==> src/rtl/padal_pkg.sv <==
package padal_pkg;

   // Instruction field positions the decoder depends on
   localparam int POS_DHI   = 22;
   localparam int POS_SZ_HI = 19;
   localparam int POS_SZ_LO = 18;
   localparam int POS_VD_HI = 15;
   localparam int POS_VD_LO = 12;
   localparam int POS_UNS   = 7;
   localparam int POS_QUAD  = 6;
   localparam int POS_MHI   = 5;
   localparam int POS_VM_HI = 3;
   localparam int POS_VM_LO = 0;

   localparam int IDX_W = 5;

   typedef enum logic [1:0] {
      ESZ_8   = 2'b00,
      ESZ_16  = 2'b01,
      ESZ_32  = 2'b10,
      ESZ_RSV = 2'b11
   } elem_size_e;

   typedef struct packed {
      logic [IDX_W-1:0] dst_idx;
      logic [IDX_W-1:0] src_idx;
      elem_size_e       esize;
      logic             is_unsigned;
      logic             is_quad;
      logic             illegal;
   } pa_decode_t;

endpackage

==> src/rtl/padal_decode.sv <==
module padal_decode
   import padal_pkg::*;
#(
   parameter int INSTR_W   = 32,
   parameter int NUM_SIZES = 3
) (
   input  logic [INSTR_W-1:0] instr,
   output pa_decode_t         dec
);
   localparam int SZ_W = POS_SZ_HI - POS_SZ_LO + 1;

   if (INSTR_W <= POS_DHI) begin : g_chk_w
      $error("padal_decode: INSTR_W too small for field layout");
   end
   if (NUM_SIZES < 1 || NUM_SIZES > (1 << SZ_W)) begin : g_chk_n
      $error("padal_decode: NUM_SIZES out of range");
   end

   logic [SZ_W-1:0] sz_field;
   logic            odd_reg;
   logic            size_rsv;

   assign sz_field = instr[POS_SZ_HI:POS_SZ_LO];
   assign size_rsv = (int'(sz_field) >= NUM_SIZES);
   assign odd_reg  = instr[POS_VD_LO] | instr[POS_VM_LO];

   always_comb begin
      dec.dst_idx     = {instr[POS_DHI], instr[POS_VD_HI:POS_VD_LO]};
      dec.src_idx     = {instr[POS_MHI], instr[POS_VM_HI:POS_VM_LO]};
      dec.esize       = elem_size_e'(sz_field);
      dec.is_unsigned = instr[POS_UNS];
      dec.is_quad     = instr[POS_QUAD];
      dec.illegal     = size_rsv | (instr[POS_QUAD] & odd_reg);
   end

   logic unused_bits;
   assign unused_bits = ^{instr[INSTR_W-1:POS_DHI+1], instr[POS_DHI-1:POS_SZ_HI+1],
                          instr[POS_SZ_LO-1:POS_VD_HI+1], instr[POS_VD_LO-1:POS_UNS+1],
                          instr[POS_MHI-1:POS_VM_HI+1]};
endmodule

==> src/rtl/padal_width_path.sv <==
module padal_width_path #(
   parameter int EW    = 8,
   parameter int VEC_W = 128
) (
   input  logic [VEC_W-1:0] src_vec,
   input  logic [VEC_W-1:0] acc_vec,
   input  logic             is_unsigned,
   output logic [VEC_W-1:0] sum_vec
);
   localparam int DW    = 2 * EW;
   localparam int LANES = VEC_W / DW;

   if (EW < 1 || (VEC_W % DW) != 0) begin : g_chk
      $error("padal_width_path: VEC_W must be a multiple of 2*EW");
   end

   for (genvar k = 0; k < LANES; k++) begin : g_lane
      logic [EW-1:0] el_lo, el_hi;
      logic [DW-1:0] ext_lo, ext_hi;
      logic [DW-1:0] pair_sum;

      assign el_lo    = src_vec[(2*k)*EW +: EW];
      assign el_hi    = src_vec[(2*k+1)*EW +: EW];
      assign ext_lo   = {{EW{el_lo[EW-1] & ~is_unsigned}}, el_lo};
      assign ext_hi   = {{EW{el_hi[EW-1] & ~is_unsigned}}, el_hi};
      assign pair_sum = ext_lo + ext_hi;
      assign sum_vec[k*DW +: DW] = acc_vec[k*DW +: DW] + pair_sum;
   end
endmodule

==> src/rtl/padal_merge.sv <==
module padal_merge
   import padal_pkg::*;
#(
   parameter int VEC_W     = 128,
   parameter int NUM_SIZES = 3
) (
   input  logic [NUM_SIZES-1:0][VEC_W-1:0] per_size,
   input  logic [VEC_W-1:0]                acc_vec,
   input  pa_decode_t                      dec,
   output logic [VEC_W-1:0]                next_vec
);
   localparam int HALF_W = VEC_W / 2;

   if ((VEC_W % 2) != 0) begin : g_chk
      $error("padal_merge: VEC_W must be even");
   end

   logic [VEC_W-1:0] picked;

   always_comb begin
      picked = acc_vec;
      for (int s = 0; s < NUM_SIZES; s++) begin
         if (int'(dec.esize) == s) picked = per_size[s];
      end
   end

   always_comb begin
      if (dec.illegal) begin
         next_vec = acc_vec;
      end else if (dec.is_quad) begin
         next_vec = picked;
      end else begin
         next_vec = {acc_vec[VEC_W-1:HALF_W], picked[HALF_W-1:0]};
      end
   end
endmodule

==> src/rtl/padal_unit.sv <==
module padal_unit
   import padal_pkg::*;
#(
   parameter int INSTR_W   = 32,
   parameter int VEC_W     = 128,
   parameter int BASE_EW   = 8,
   parameter int NUM_SIZES = 3
) (
   input  logic               clk,
   input  logic               rst_n,
   input  logic               in_valid,
   input  logic [INSTR_W-1:0] instr,
   input  logic [VEC_W-1:0]   src_vec,
   input  logic [VEC_W-1:0]   acc_vec,
   output logic               out_valid,
   output logic               out_undef,
   output logic [IDX_W-1:0]   out_dst_idx,
   output logic [IDX_W-1:0]   out_src_idx,
   output logic [VEC_W-1:0]   out_vec
);
   localparam int HALF_W = VEC_W / 2;
   localparam int MAX_EW = BASE_EW << (NUM_SIZES - 1);

   if ((HALF_W % (2 * MAX_EW)) != 0) begin : g_chk_lanes
      $error("padal_unit: half vector must hold whole widest lanes");
   end

   pa_decode_t dec;
   logic [NUM_SIZES-1:0][VEC_W-1:0] per_size;
   logic [VEC_W-1:0] next_vec;

   padal_decode #(.INSTR_W(INSTR_W), .NUM_SIZES(NUM_SIZES)) i_dec (
      .instr (instr),
      .dec   (dec)
   );

   for (genvar s = 0; s < NUM_SIZES; s++) begin : g_size
      padal_width_path #(.EW(BASE_EW << s), .VEC_W(VEC_W)) i_path (
         .src_vec     (src_vec),
         .acc_vec     (acc_vec),
         .is_unsigned (dec.is_unsigned),
         .sum_vec     (per_size[s])
      );
   end

   padal_merge #(.VEC_W(VEC_W), .NUM_SIZES(NUM_SIZES)) i_merge (
      .per_size (per_size),
      .acc_vec  (acc_vec),
      .dec      (dec),
      .next_vec (next_vec)
   );

   always_ff @(posedge clk or negedge rst_n) begin
      if (!rst_n) begin
         out_valid   <= 1'b0;
         out_undef   <= 1'b0;
         out_dst_idx <= '0;
         out_src_idx <= '0;
         out_vec     <= '0;
      end else begin
         out_valid <= in_valid;
         if (in_valid) begin
            out_undef   <= dec.illegal;
            out_dst_idx <= dec.dst_idx;
            out_src_idx <= dec.src_idx;
            out_vec     <= next_vec;
         end
      end
   end

   // Result strobe follows the input strobe by one cycle
   p_strobe_r8: assert property (@(posedge clk) disable iff (!rst_n)
      in_valid |=> out_valid);
   p_idle_hold_r8: assert property (@(posedge clk) disable iff (!rst_n)
      !in_valid |=> (!out_valid && $stable(out_vec) && $stable(out_undef)));
   // Reserved size leaves the accumulator untouched
   p_rsv_size_r5: assert property (@(posedge clk) disable iff (!rst_n)
      (in_valid && instr[POS_SZ_HI:POS_SZ_LO] == 2'b11)
      |=> (out_undef && out_vec == $past(acc_vec)));
   // Odd register index with full length is rejected
   p_odd_quad_r6: assert property (@(posedge clk) disable iff (!rst_n)
      (in_valid && instr[POS_QUAD] && (instr[POS_VD_LO] || instr[POS_VM_LO]))
      |=> (out_undef && out_vec == $past(acc_vec)));
   // Short length never disturbs the upper half
   p_upper_kept_r3: assert property (@(posedge clk) disable iff (!rst_n)
      (in_valid && !instr[POS_QUAD])
      |=> (out_vec[VEC_W-1:HALF_W] == $past(acc_vec[VEC_W-1:HALF_W])));
   // Index fields pass straight through
   p_index_r7: assert property (@(posedge clk) disable iff (!rst_n)
      in_valid |=> (out_dst_idx == {$past(instr[POS_DHI]), $past(instr[POS_VD_HI:POS_VD_LO])}));
endmodule

==> config.mk <==
export PLATFORM = sky130hd
export DESIGN_NAME = padal_unit
export DESIGN_NICKNAME = d
export VERILOG_FILES = /design/src/rtl/padal_pkg.sv /design/src/rtl/padal_decode.sv /design/src/rtl/padal_width_path.sv /design/src/rtl/padal_merge.sv /design/src/rtl/padal_unit.sv
export SDC_FILE = /design/constraint.sdc
export NUM_CORES = 2
export LEC_CHECK = 0
export ABC_AREA = 1
export BUFFER_PORTS_ARGS = -buffer_cell sky130_fd_sc_hd__buf_2
export CORE_MARGIN = 8
export CORE_UTILIZATION = 65
export DETAILED_ROUTE_END_ITERATION = 8
export PLACE_DENSITY = 0.95
export SETUP_SLACK_MARGIN = 0.02
export SYNTH_ARGS = -nofsm -noshare
export SYNTH_HDL_FRONTEND = slang
export SYNTH_SLANG_ARGS = --single-unit
==> constraint.sdc <==
create_clock -name clk -period 1.8 [get_ports clk]
set_clock_uncertainty 0.1 [all_clocks]
set_input_delay 0.09 -clock clk [delete_from_list [all_inputs] [get_ports clk]]
set_output_delay 0.09 -clock clk [all_outputs]
set_load 0.02 [all_outputs]
==> results of run 1 <==
## cells by family after synthesis
logic type | Yosys count | share of synthesized area, %
AND/OR/NAND/NOR | 3543 | 35.11
AO/OA/AOI/OAI | 1759 | 23.57
buffers and inverters | 991 | 9.204
adder cells (fa/ha/maj) | 605 | 18.71
XOR/XNOR | 235 | 4.951
flip-flops | 140 | 8.427
multiplexers | 1 | 0.02408
## stage by stage
stage | util (%) | hold WS, ns | setup TNS, ns | instance area (µm²) | setup WS [ns]
after floorplan | - | -0.3056 | -157.09 | 42830 | -1.559
after global placement | 92.51 | 0.02904 | -226.72 | 58460 | -2.153
after detailed placement | 92.51 | 0.03715 | -288.37 | 58460 | -2.851
==> run metrics, run 1 <==
Syn Inst Count=7274; yosys synthesis warning count=0; Cell variety after synth=66; Final Wtd Congestion=1.241; largest area contributor in the netlist=sky130_fd_sc_hd__nand2_1; TritonCTS Buffers=17; standard-cell row count=92; Seq cells post-synth=140; die height=268.9 µm; number of port buffers=412; total I/O pin count=431; Post-synth top cells=sky130_fd_sc_hd__nand2_1, sky130_fd_sc_hd__inv_1, sky130_fd_sc_hd__a21oi_1; total number of H-tree levels=4; Synth top area share=18.37%; halt point of the flow=4_1_cts; status=aborted with a tool error; share of the yosys chip area belonging to registers=8.427%; count of hold buffers inserted by post-cts repair=52; initial core utilization=65.78%; count of flip-flops with a built-in enable after synthesis=0; net count after synthesis=8170; hpwl dp=215100 µm; number of instances resized during post-cts repair=2174; Placed Cells incl. Taps=10080; horizontal die dimension=268.9 µm; most instantiated library cell after synthesis=sky130_fd_sc_hd__nand2_1; clock buffer depth=2; synth top area cells=sky130_fd_sc_hd__nand2_1, sky130_fd_sc_hd__ha_1, sky130_fd_sc_hd__a21oi_1; Async SR Flop Fraction=100.0%; cell area after synthesis=41570 µm²; most used flip-flop cell after synthesis=sky130_fd_sc_hd__dfrtp_1; postcts setup bufs=241; cell at the root of the clock tree=sky130_fd_sc_hd__clkbuf_16; average cell area after synthesis=5.715 µm²; clock sinks=140; First Err=[ERROR DPL-0038] Utilization greater than 100%, impossible to legalize
==> inputs of run 2 (changes only) <==
--- a/config.mk
+++ b/config.mk
@@ -8,10 +8,9 @@
 export ABC_AREA = 1
 export BUFFER_PORTS_ARGS = -buffer_cell sky130_fd_sc_hd__buf_2
 export CORE_MARGIN = 8
-export CORE_UTILIZATION = 65
+export CORE_UTILIZATION = 40
 export DETAILED_ROUTE_END_ITERATION = 8
-export PLACE_DENSITY = 0.95
-export SETUP_SLACK_MARGIN = 0.02
+export PLACE_DENSITY_LB_ADDON = 0.15
 export SYNTH_ARGS = -nofsm -noshare
 export SYNTH_HDL_FRONTEND = slang
 export SYNTH_SLANG_ARGS = --single-unit
==> run 2 against run 1 <==
The flow now finishes, with violations (setup timing); area after synthesis is the same; synthesized cell count is the same.
==> run metrics, run 2 <==
Clk Latency, worst-skew pair=0.51 ns; initial core utilization=40.22%; net count after synthesis=8170; cell area after synthesis=41570 µm²; Placeable Area=103300 µm²; count of TritonRoute iterations in the first routing pass=6; critical setup path kind=primary input to flip-flop; cell area after layout=76910 µm²; share of the yosys chip area belonging to registers=8.427%; total I/O pin count=431; Static Leak=0.03736 µW; Worst setup SP type=primary input; nets@finish=10800; status=complete, but fails checks; final critical-path share of the clock period=195.3%; clock tree from TritonCTS=yes; number of filler cells placed in the layout=8078; post-layout instance count excluding filler cells=11300; Placed Cells incl. Taps=10960; horizontal die dimension=338.4 µm; slack of the worst reg-to-reg path=0.82 ns; largest net degree at the start of global routing=79; final worst slack=-1.716 ns; worst hold path stage count=6; initial detailed-routing violation count=5866; clock-pin transition on the worst setup and hold timing paths=0.08 ns; cell at the root of the clock tree=sky130_fd_sc_hd__clkbuf_16; register cell area after layout=3503 µm²; average cell area after synthesis=5.715 µm²; Cell variety after synth=66; setup repair after global routing missed its margin=true; worst-case vdd ir drop=0.0009448 V; number of hold-slack violations in the final timing report=0; total number of H-tree levels=4; number of global-route vias before repair=59340; yosys synthesis warning count=0; hpwl dp=190900 µm; final wirelength=248500 µm; die outline area=114500 µm²; largest area contributor in the netlist=sky130_fd_sc_hd__nand2_1; TritonCTS Buffers=17; clock sinks=140; most used cells in the layout excluding fill and tap cells=sky130_fd_sc_hd__buf_4, sky130_fd_sc_hd__nand2_1, sky130_fd_sc_hd__inv_1; average vias per placed instance=5.650; post-detailed-route DRC marker count=0; Final Wtd Congestion=1.050; routed length per instance=21.99 µm; Worst Tran Pin Value=0.5381 ns; count of flip-flops with a built-in enable after synthesis=0; Period minus WS final=3.516 ns; total area of multi-input combinational cells=46520 µm²; final setup vio count=125; Seq cells post-synth=140; worst reg2reg path depth=4; most used flip-flop cell after synthesis=sky130_fd_sc_hd__dfrtp_1; number of pins with negative max-slew slack in the final report=0; standard-cell row count=118; total via count in the routed design=63840; min-delay worst type=primary input to flip-flop; clock buffer depth=2; die height=338.4 µm; relative max-transition margin=63.20%; Max stage delay cell, worst path=sky130_fd_sc_hd__fa_2; maximum fanout count along the critical path=6; Largest regs=out_vec x128, out_dst_idx x5, out_src_idx x5; Async SR Flop Fraction=100.0%; number of port buffers=412; register bank with the most flops=out_vec; hold_ws=0.02817 ns; WP data arrival=3.83 ns; Peak Freq=0.2844 GHz; Crit path required time=2.11 ns; number of antenna violations at the first check in global routing=7; Syn Inst Count=7274; leading cell type in the layout, fill and taps excluded=sky130_fd_sc_hd__buf_4; total design power=58440 µW; synth top area cells=sky130_fd_sc_hd__nand2_1, sky130_fd_sc_hd__ha_1, sky130_fd_sc_hd__a21oi_1; synth-to-layout area growth=85.01%; antenna-violating nets left=0; CP max stage delay=0.35 ns; type of element capturing the critical path=flip-flop; # Max-Cap Violations=0; max FFs per register=128; wire length of the first global-routing pass=339000 µm; power per cell area=759.9 nW/µm²; failing checks=setup timing; most instantiated library cell after synthesis=sky130_fd_sc_hd__nand2_1; Synth top area share=18.37%; GRT Util Overall=37.52%; total overflow reported by the global router=0; placed inst area=61840 µm²; Post-synth top cells=sky130_fd_sc_hd__nand2_1, sky130_fd_sc_hd__inv_1, sky130_fd_sc_hd__a21oi_1; share of cells above drive strength 1=48.58%
run 2: cells by family after synthesis:
kind of cell    synth area share (%)
compound gates                 23.57
simple gates                   35.11
mux                          0.02408
xor+xnor                       4.951
buf+inv                        9.204
fa+ha+maj                      18.71
flops                          8.427
run 2: worst paths after layout:
path                                      from        endpoint
worst max-delay path                src_vec[0]     out_vec[31]
worst min-delay path               acc_vec[57]     out_vec[57]
worst max register to register     out_vec[54]     out_vec[54]
worst min register to register  out_src_idx[0]  out_src_idx[0]
max in group asynchronous                rst_n     out_vec[66]
min in group asynchronous                rst_n     out_vec[24]
run 2: worst max-delay path, delay by kind of cell:
family                   cells  cell delay, ns
adder cells (fa/ha/maj)      3            0.76
XOR/XNOR                     1            0.21
AND/OR/NAND/NOR              9            0.81
buffers and inverters        6            0.77
AO/OA/AOI/OAI                7            1.16
run 2: final cells by class:
cell class	instances	share of cell area (%)
multi-input cells	6146	60.48
clock buffers	17	0.5531
inverters	866	4.270
repair buffers	2729	27.65
diodes	7	0.02278
flip-flops and latches	140	4.555
clock inverters	15	0.2278
well taps	1380	2.245
run 2: timing repair:
action | in CTS | in global routing
pin swaps | 280 | 914
hold buffers | 70 | 0
buffers inserted | 72 | 178
resized for setup | 802 | 2062
gates cloned | 3 | 2
setup endpoints to repair | 125 | 125
hold endpoints to repair | 209 | 0
run 2: stage by stage:
stage          util [%]  TNS, ns  setup slack (ns)
2_1_floorplan         -  -157.09            -1.559
5_1_grt           74.41  -187.93            -1.916
4_1_cts           64.77  -159.74            -1.457
6_report          74.42  -172.48            -1.716
3_5_place_dp      59.83  -257.45            -2.368
3_3_place_gp      59.83  -250.24            -2.324
run 2: layer usage:
layer  vias to the layer above  wire length [µm]  GRT usage, %  part of all wire, %
met5                         -                 0             0                    0
met2                      3299            115100         63.18                   46
met3                       887             20590         5.286                  8.3
li1                      29720                 -             -                    -
met1                     29940             94620         45.91                   38
met4                         0             18250         20.62                  7.3
run 2: power by group:
part,leakage [µW],internal [µW],switching (µW),total (µW)
logic,0.0354,22700,27500,50200
registers,0.00168,3600,520,4120
clock network,0.000291,1990,2130,4110
Note: power is estimated with default switching activity, not from simulation.
